===== config.mk =====
export PLATFORM = sky130hd
export DESIGN_NAME = pit_channel
export DESIGN_NICKNAME = d
export VERILOG_FILES = /design/src/rtl/pit_pkg.sv /design/src/rtl/pit_gate_edge.sv /design/src/rtl/pit_load_check.sv /design/src/rtl/pit_core.sv /design/src/rtl/pit_channel.sv
export SDC_FILE = /design/constraint.sdc
export NUM_CORES = 1
export LEC_CHECK = 0
export CELL_PAD_IN_SITES_DETAIL_PLACEMENT = 0
export CELL_PAD_IN_SITES_GLOBAL_PLACEMENT = 2
export CORE_MARGIN = 5
export CORE_UTILIZATION = 36
export CTS_BUF_LIST = sky130_fd_sc_hd__clkbuf_16
export CTS_CLUSTER_DIAMETER = 150
export DETAILED_ROUTE_END_ITERATION = 10
export PLACE_DENSITY_LB_ADDON = 0.1
export SLEW_MARGIN = 10
export SYNTH_ARGS = -nofsm -noshare
export SYNTH_HDL_FRONTEND = slang
export SYNTH_SLANG_ARGS = --single-unit

===== constraint.sdc =====
create_clock -name clk -period 6.95 [get_ports clk]
set_input_delay 1.39 -clock clk [delete_from_list [all_inputs] [get_ports clk]]
set_output_delay 1.39 -clock clk [all_outputs]
set_load 0.02 [all_outputs]

===== src/rtl/pit_pkg.sv =====
package pit_pkg;
  typedef enum logic [1:0] {
    M_LEVEL   = 2'd0,
    M_ONESHOT = 2'd1,
    M_RATE    = 2'd2,
    M_SQUARE  = 2'd3
  } pit_mode_e;
endpackage


===== src/rtl/pit_gate_edge.sv =====
module pit_gate_edge (
  input  logic clk,
  input  logic rst_n,
  input  logic tick,
  input  logic gate,
  output logic gate_rise
);
  logic gate_q;

  always_ff @(posedge clk) begin
    if (!rst_n)    gate_q <= 1'b0;
    else if (tick) gate_q <= gate;
  end

  assign gate_rise = tick & gate & ~gate_q;
endmodule


===== src/rtl/pit_load_check.sv =====
module pit_load_check
  import pit_pkg::*;
#(
  parameter int CNT_W = 16
) (
  input  logic             wr_en,
  input  logic [CNT_W-1:0] wr_count,
  input  logic [1:0]       wr_mode,
  output logic             load_ok,
  output logic             load_rej,
  output logic [CNT_W:0]   load_val,
  output pit_mode_e        load_mode
);
  localparam logic [CNT_W:0] ONE = 1;

  function automatic logic [CNT_W:0] eff_count(input logic [CNT_W-1:0] v);
    if (v == '0) return {1'b1, {CNT_W{1'b0}}};
    return {1'b0, v};
  endfunction

  assign load_val  = eff_count(wr_count);
  assign load_mode = pit_mode_e'(wr_mode);
  assign load_rej  = wr_en && (load_mode == M_SQUARE) && (load_val == ONE);
  assign load_ok   = wr_en && !load_rej;
endmodule


===== src/rtl/pit_core.sv =====
module pit_core
  import pit_pkg::*;
#(
  parameter int CNT_W = 16
) (
  input  logic             clk,
  input  logic             rst_n,
  input  logic             tick,
  input  logic             gate,
  input  logic             gate_rise,
  input  logic             load_ok,
  input  logic [CNT_W:0]   load_val,
  input  pit_mode_e        load_mode,
  output logic             out_o,
  output logic [CNT_W-1:0] count_o
);
  localparam logic [CNT_W:0] ONE = 1;
  localparam logic [CNT_W:0] TWO = 2;

  pit_mode_e      mode_q;
  logic [CNT_W:0] reload_q, cnt_q;
  logic           run_q, hi_q, out_q;

  // named events for the checks
  logic tc_hit, sq_flip, gated_off;
  assign tc_hit    = (cnt_q == ONE);
  assign sq_flip   = (cnt_q == TWO);
  assign gated_off = tick && !gate && ((mode_q == M_RATE) || (mode_q == M_SQUARE));

  // even load for a square-wave phase
  function automatic logic [CNT_W:0] sq_load(input logic [CNT_W:0] n, input logic hi);
    if (!n[0]) return n;
    return hi ? n + ONE : n - ONE;
  endfunction

  always_ff @(posedge clk) begin
    if (!rst_n) begin
      mode_q   <= M_LEVEL;
      reload_q <= '0;
      cnt_q    <= '0;
      run_q    <= 1'b0;
      hi_q     <= 1'b1;
      out_q    <= 1'b1;
    end else if (load_ok) begin
      mode_q   <= load_mode;
      reload_q <= load_val;
      run_q    <= (load_mode != M_ONESHOT);
      hi_q     <= 1'b1;
      out_q    <= (load_mode != M_LEVEL);
      cnt_q    <= (load_mode == M_SQUARE) ? sq_load(load_val, 1'b1) : load_val;
    end else if (tick) begin
      unique case (mode_q)
        M_LEVEL: begin
          if (run_q && gate) begin
            cnt_q <= cnt_q - ONE;
            if (tc_hit) begin
              out_q <= 1'b1;
              run_q <= 1'b0;
            end
          end
        end
        M_ONESHOT: begin
          if (gate_rise) begin
            cnt_q <= reload_q;
            out_q <= 1'b0;
            run_q <= 1'b1;
          end else if (run_q) begin
            cnt_q <= cnt_q - ONE;
            if (tc_hit) begin
              out_q <= 1'b1;
              run_q <= 1'b0;
            end
          end
        end
        M_RATE: begin
          if (gate_rise) begin
            cnt_q <= reload_q;
            out_q <= 1'b1;
          end else if (!gate) begin
            out_q <= 1'b1;
          end else if (tc_hit) begin
            cnt_q <= reload_q;
            out_q <= 1'b1;
          end else begin
            cnt_q <= cnt_q - ONE;
            out_q <= !sq_flip;
          end
        end
        M_SQUARE: begin
          if (gate_rise) begin
            hi_q  <= 1'b1;
            out_q <= 1'b1;
            cnt_q <= sq_load(reload_q, 1'b1);
          end else if (!gate) begin
            out_q <= 1'b1;
          end else if (sq_flip) begin
            hi_q  <= ~hi_q;
            out_q <= ~hi_q;
            cnt_q <= sq_load(reload_q, ~hi_q);
          end else begin
            cnt_q <= cnt_q - TWO;
          end
        end
        default: ;
      endcase
    end
  end

  assign out_o   = out_q;
  assign count_o = cnt_q[CNT_W-1:0];


  level_load_low_chk: assert property (@(posedge clk) disable iff (!rst_n)
    (load_ok && load_mode == M_LEVEL) |=> !out_q);

  level_rise_at_zero_chk: assert property (@(posedge clk) disable iff (!rst_n)
    ($rose(out_q) && mode_q == M_LEVEL) |-> (cnt_q == '0));

  oneshot_trigger_chk: assert property (@(posedge clk) disable iff (!rst_n)
    (mode_q == M_ONESHOT && gate_rise && !load_ok) |=> !out_q);

  rate_low_at_one_chk: assert property (@(posedge clk) disable iff (!rst_n)
    (mode_q == M_RATE && !out_q) |-> (cnt_q == ONE));

  square_even_chk: assert property (@(posedge clk) disable iff (!rst_n)
    (mode_q == M_SQUARE) |-> !cnt_q[0]);

  gate_off_high_chk: assert property (@(posedge clk) disable iff (!rst_n)
    (gated_off && !load_ok) |=> out_q);
endmodule


===== src/rtl/pit_channel.sv =====
module pit_channel
  import pit_pkg::*;
#(
  parameter int CNT_W = 16
) (
  input  logic             clk,
  input  logic             rst_n,
  input  logic             cnt_en,
  input  logic             gate,
  input  logic             wr_en,
  input  logic [CNT_W-1:0] wr_count,
  input  logic [1:0]       wr_mode,
  output logic             out,
  output logic [CNT_W-1:0] count_rd,
  output logic             load_err
);
  logic           tick, gate_rise, load_ok, load_rej, err_q;
  logic [CNT_W:0] load_val;
  pit_mode_e      load_mode;

  // a write owns the cycle; its tick is dropped
  assign tick = cnt_en && !wr_en;

  pit_gate_edge u_gate (
    .clk(clk), .rst_n(rst_n), .tick(tick), .gate(gate), .gate_rise(gate_rise)
  );

  pit_load_check #(.CNT_W(CNT_W)) u_chk (
    .wr_en(wr_en), .wr_count(wr_count), .wr_mode(wr_mode),
    .load_ok(load_ok), .load_rej(load_rej), .load_val(load_val), .load_mode(load_mode)
  );

  pit_core #(.CNT_W(CNT_W)) u_core (
    .clk(clk), .rst_n(rst_n), .tick(tick), .gate(gate), .gate_rise(gate_rise),
    .load_ok(load_ok), .load_val(load_val), .load_mode(load_mode),
    .out_o(out), .count_o(count_rd)
  );

  always_ff @(posedge clk) begin
    if (!rst_n)        err_q <= 1'b0;
    else if (load_rej) err_q <= 1'b1;
    else if (load_ok)  err_q <= 1'b0;
  end
  assign load_err = err_q;


  reject_hold_chk: assert property (@(posedge clk) disable iff (!rst_n)
    load_rej |=> ($stable(count_rd) && $stable(out) && load_err));

  accept_clear_chk: assert property (@(posedge clk) disable iff (!rst_n)
    load_ok |=> !load_err);
endmodule


==> results.toml <==
[clock_network]
cts.sinks = 41
insertion_delay_ns = 0.30
cts_resized = 0
numCtsBuffers = 5
path_clk_slew_ns = 0.07
ctsHoldBuffers = 0
root_buffer = "clkbuf_16"
htreeDepth = 2
cts_max_path_buffers = 2
post_cts_buffers = 0
cts_tree = "yes"

[drt]
via_per_inst = 6.13
post_drt_wl_per_cell_um = 22.9
postRouteAntennaNets = 0
via_count = 4849
drc_errors = 0
first_pass_iters = 6
first_iter_violations = 631
postRouteWirelength_um = 18100

[place]
gp_congestion = 0.938
pre_cts_ws_ns = 2.67
dp_hpwl_um = 13500
portBuffers = 40

[pwr]
p_seq_frac = 0.360
combPwrFrac = 0.303
p_leak_nw = 1.66
power-per-cell-area_nw_per_um2 = 164
power_frac_clock = 0.336
intPower_uw = 514
swShare = 0.360
ir_drop_v = 0.0000792
switchingPower_uw = 290

[timing]
rsz0062_at_grt = "no"
final_hold_viol_count = 0
slew_viol_final = 0
tns_ns = 0
timing.final.ws_setup_ns = 2.94
fin_worst_skew_ns = 0.00982
fin_crit_sh = 0.577
maxSlewHeadroom = 0.422
worst_slew_pin_slew_ns = 0.862
fin_crit_ns = 4.01
setup_viol = 0
max_freq_mhz = 249

[global_routing]
busiest_layer = "met2"
met1_usage = 0.327
grt_pass1_wl_um = 27700
antenna_found_initial = 0
grt_usage = 0.248
overflow = 0
grt_util_met2 = 0.395
first_global_vias = 4635
use_met3 = 0.0522
grt_start_max_net_pins = 34

[worst_hold_path]
hp-class = "flop to flop"

[final_layout]
antennaDiodeCount = 0
final_nets = 656
area_growth_pct = 10.7
drive_gt1_frac = 0.0706

[synth]
ys.flop_type = "dfxtp_1"
yosys_warnings = 0
synth_edf_count = 0
synthesis.instances = 633
ys_types = 80
ys_top_cells_by_count = "nand2_1 (90), a21oi_1 (49), nor2_1 (48)"
ys_seq_elements = 41
synth_area_per_cell_um2 = 7.01
yosysTopAreaCell = "dfxtp_1"
async_flop_share = 0
yosys.cell_count.top_type = "nand2_1"
syn_nets = 666
synth_area_leaders = "dfxtp_1 (19%), nand2_1 (7.6%), a21oi_1 (5.5%), xor2_1 (5.3%), xnor2_1 (5.1%)"
yosysTopAreaCellShare = 0.185
yosysSeqAreaShare = 0.185
netlist_area_um2 = 4440

[die]
dieArea_um2 = 14600
rows = 40
io_pins = 41
coreArea_um2 = 12100
die_h_um = 121
initial_core_util = 0.368
die_w_um = 121

[critical_path]
crit_fanout = 15
setup.worst_path.class = "input port to flop"
startpoint_type = "input port"
critical_path_required_ns = 7.12
slowest_delay_ns = 0.83
r2r_slack_ns = 3.62
slowest_stage = "nand4bb_1"
cpMostUsedCell = "a31oi_1"
endpoint_kind = "flop"
path_cells = "clkdlybuf4s50_1 > nand4bb_1 > nand2_1 > a21oi_4 > a221oi_2 > a31oi_1 > o41ai_2 > a31oi_1"
arrival_ns = 4.18

[status]
status = "finished clean"

[job]
cap_violations = 0
## critical path: cells and delay by family
kind                   cells  cell delay, ns
AND/OR/NAND/NOR            2            1.27
buffers and inverters      1            0.52
AO/OA/AOI/OAI              5            0.98
## layout make-up
cell class,instances,area [um2]
Tap cell,168,210
Timing Repair Buffer,47,453
Multi-Input combinational cell,513,3210
Clock buffer,5,125
Sequential cell,41,821
Inverter,15,56.3
Fill cell,1308,7150
Clock inverter,2,35.0
## stage by stage
step,power [mW],hold WS [ns],std cells,cell area (um2),utilization
2_1_floorplan,0.453,0.474,633,4440,-
3_3_place_gp,0.536,0.474,784,4750,0.394
3_5_place_dp,0.534,0.485,784,4750,0.394
4_1_cts,0.805,0.505,791,4910,0.407
5_1_grt,0.838,0.527,791,4910,0.407
6_report,0.803,0.496,791,4910,0.407
## worst paths after layout
kind,startpoint,to,cells after the start
max,wr_en,u_core.cnt_q[11]$_SDFFE_PN0P_,8
min,load_err$_SDFFE_PN0P_,load_err$_SDFFE_PN0P_,2
max reg2reg,u_core.reload_q[0]$_SDFFE_PN0N_,u_core.cnt_q[16]$_SDFFE_PN0P_,9
min reg2reg,load_err$_SDFFE_PN0P_,load_err$_SDFFE_PN0P_,2
## cell usage in the layout, fill, tap and decap left out, types with 13 or more instances in the layout
cell             instances
xnor2_1                 26
clkdlybuf4s50_1         40
nor2_1                  47
inv_1                   14
xor2_1                  27
nand3_1                 23
a31oi_1                 13
dfxtp_1                 41
nor3_1                  29
nand2_1                 90
o21ai_0                 30
a21oi_1                 49
## cell families (layout without fill, tap and decap cells)
family | count (synthesis) | after routing | synth area share
AO/OA/AOI/OAI | 178 | 178 | 0.278
XOR/XNOR | 53 | 53 | 0.105
buffers and inverters | 79 | 69 | 0.0920
adder cells (fa/ha/maj) | 10 | 10 | 0.0282
flip-flops | 41 | 41 | 0.185
AND/OR/NAND/NOR | 269 | 269 | 0.305
multiplexers | 3 | 3 | 0.00705
## power groups by stage
stage          clock network (mW)  registers (mW)  logic, mW
6_report                    0.270           0.289      0.244
5_1_grt                     0.283           0.292      0.263
4_1_cts                     0.276           0.288      0.242
2_1_floorplan                   0           0.267      0.186
3_3_place_gp                    0           0.293      0.242
3_5_place_dp                    0           0.293      0.240
## state kept, by name, summed over array words and instances, names as in the netlist
name	cells
u_gate.gate_q	1
u_core.run_q	1
u_core.hi_q	1
u_core.cnt_q	17
u_core.reload_q	17
load_err	1
u_core.mode_q	2
u_core.out_o	1
## metal layers
layer  vias to the layer above  wire (um)
li1                       2263          -
met1                      2313       8000
met2                       244       8270
met3                        29       1300
met4                         0        505
met5                         -          0
(Power assumes the default switching activity.)
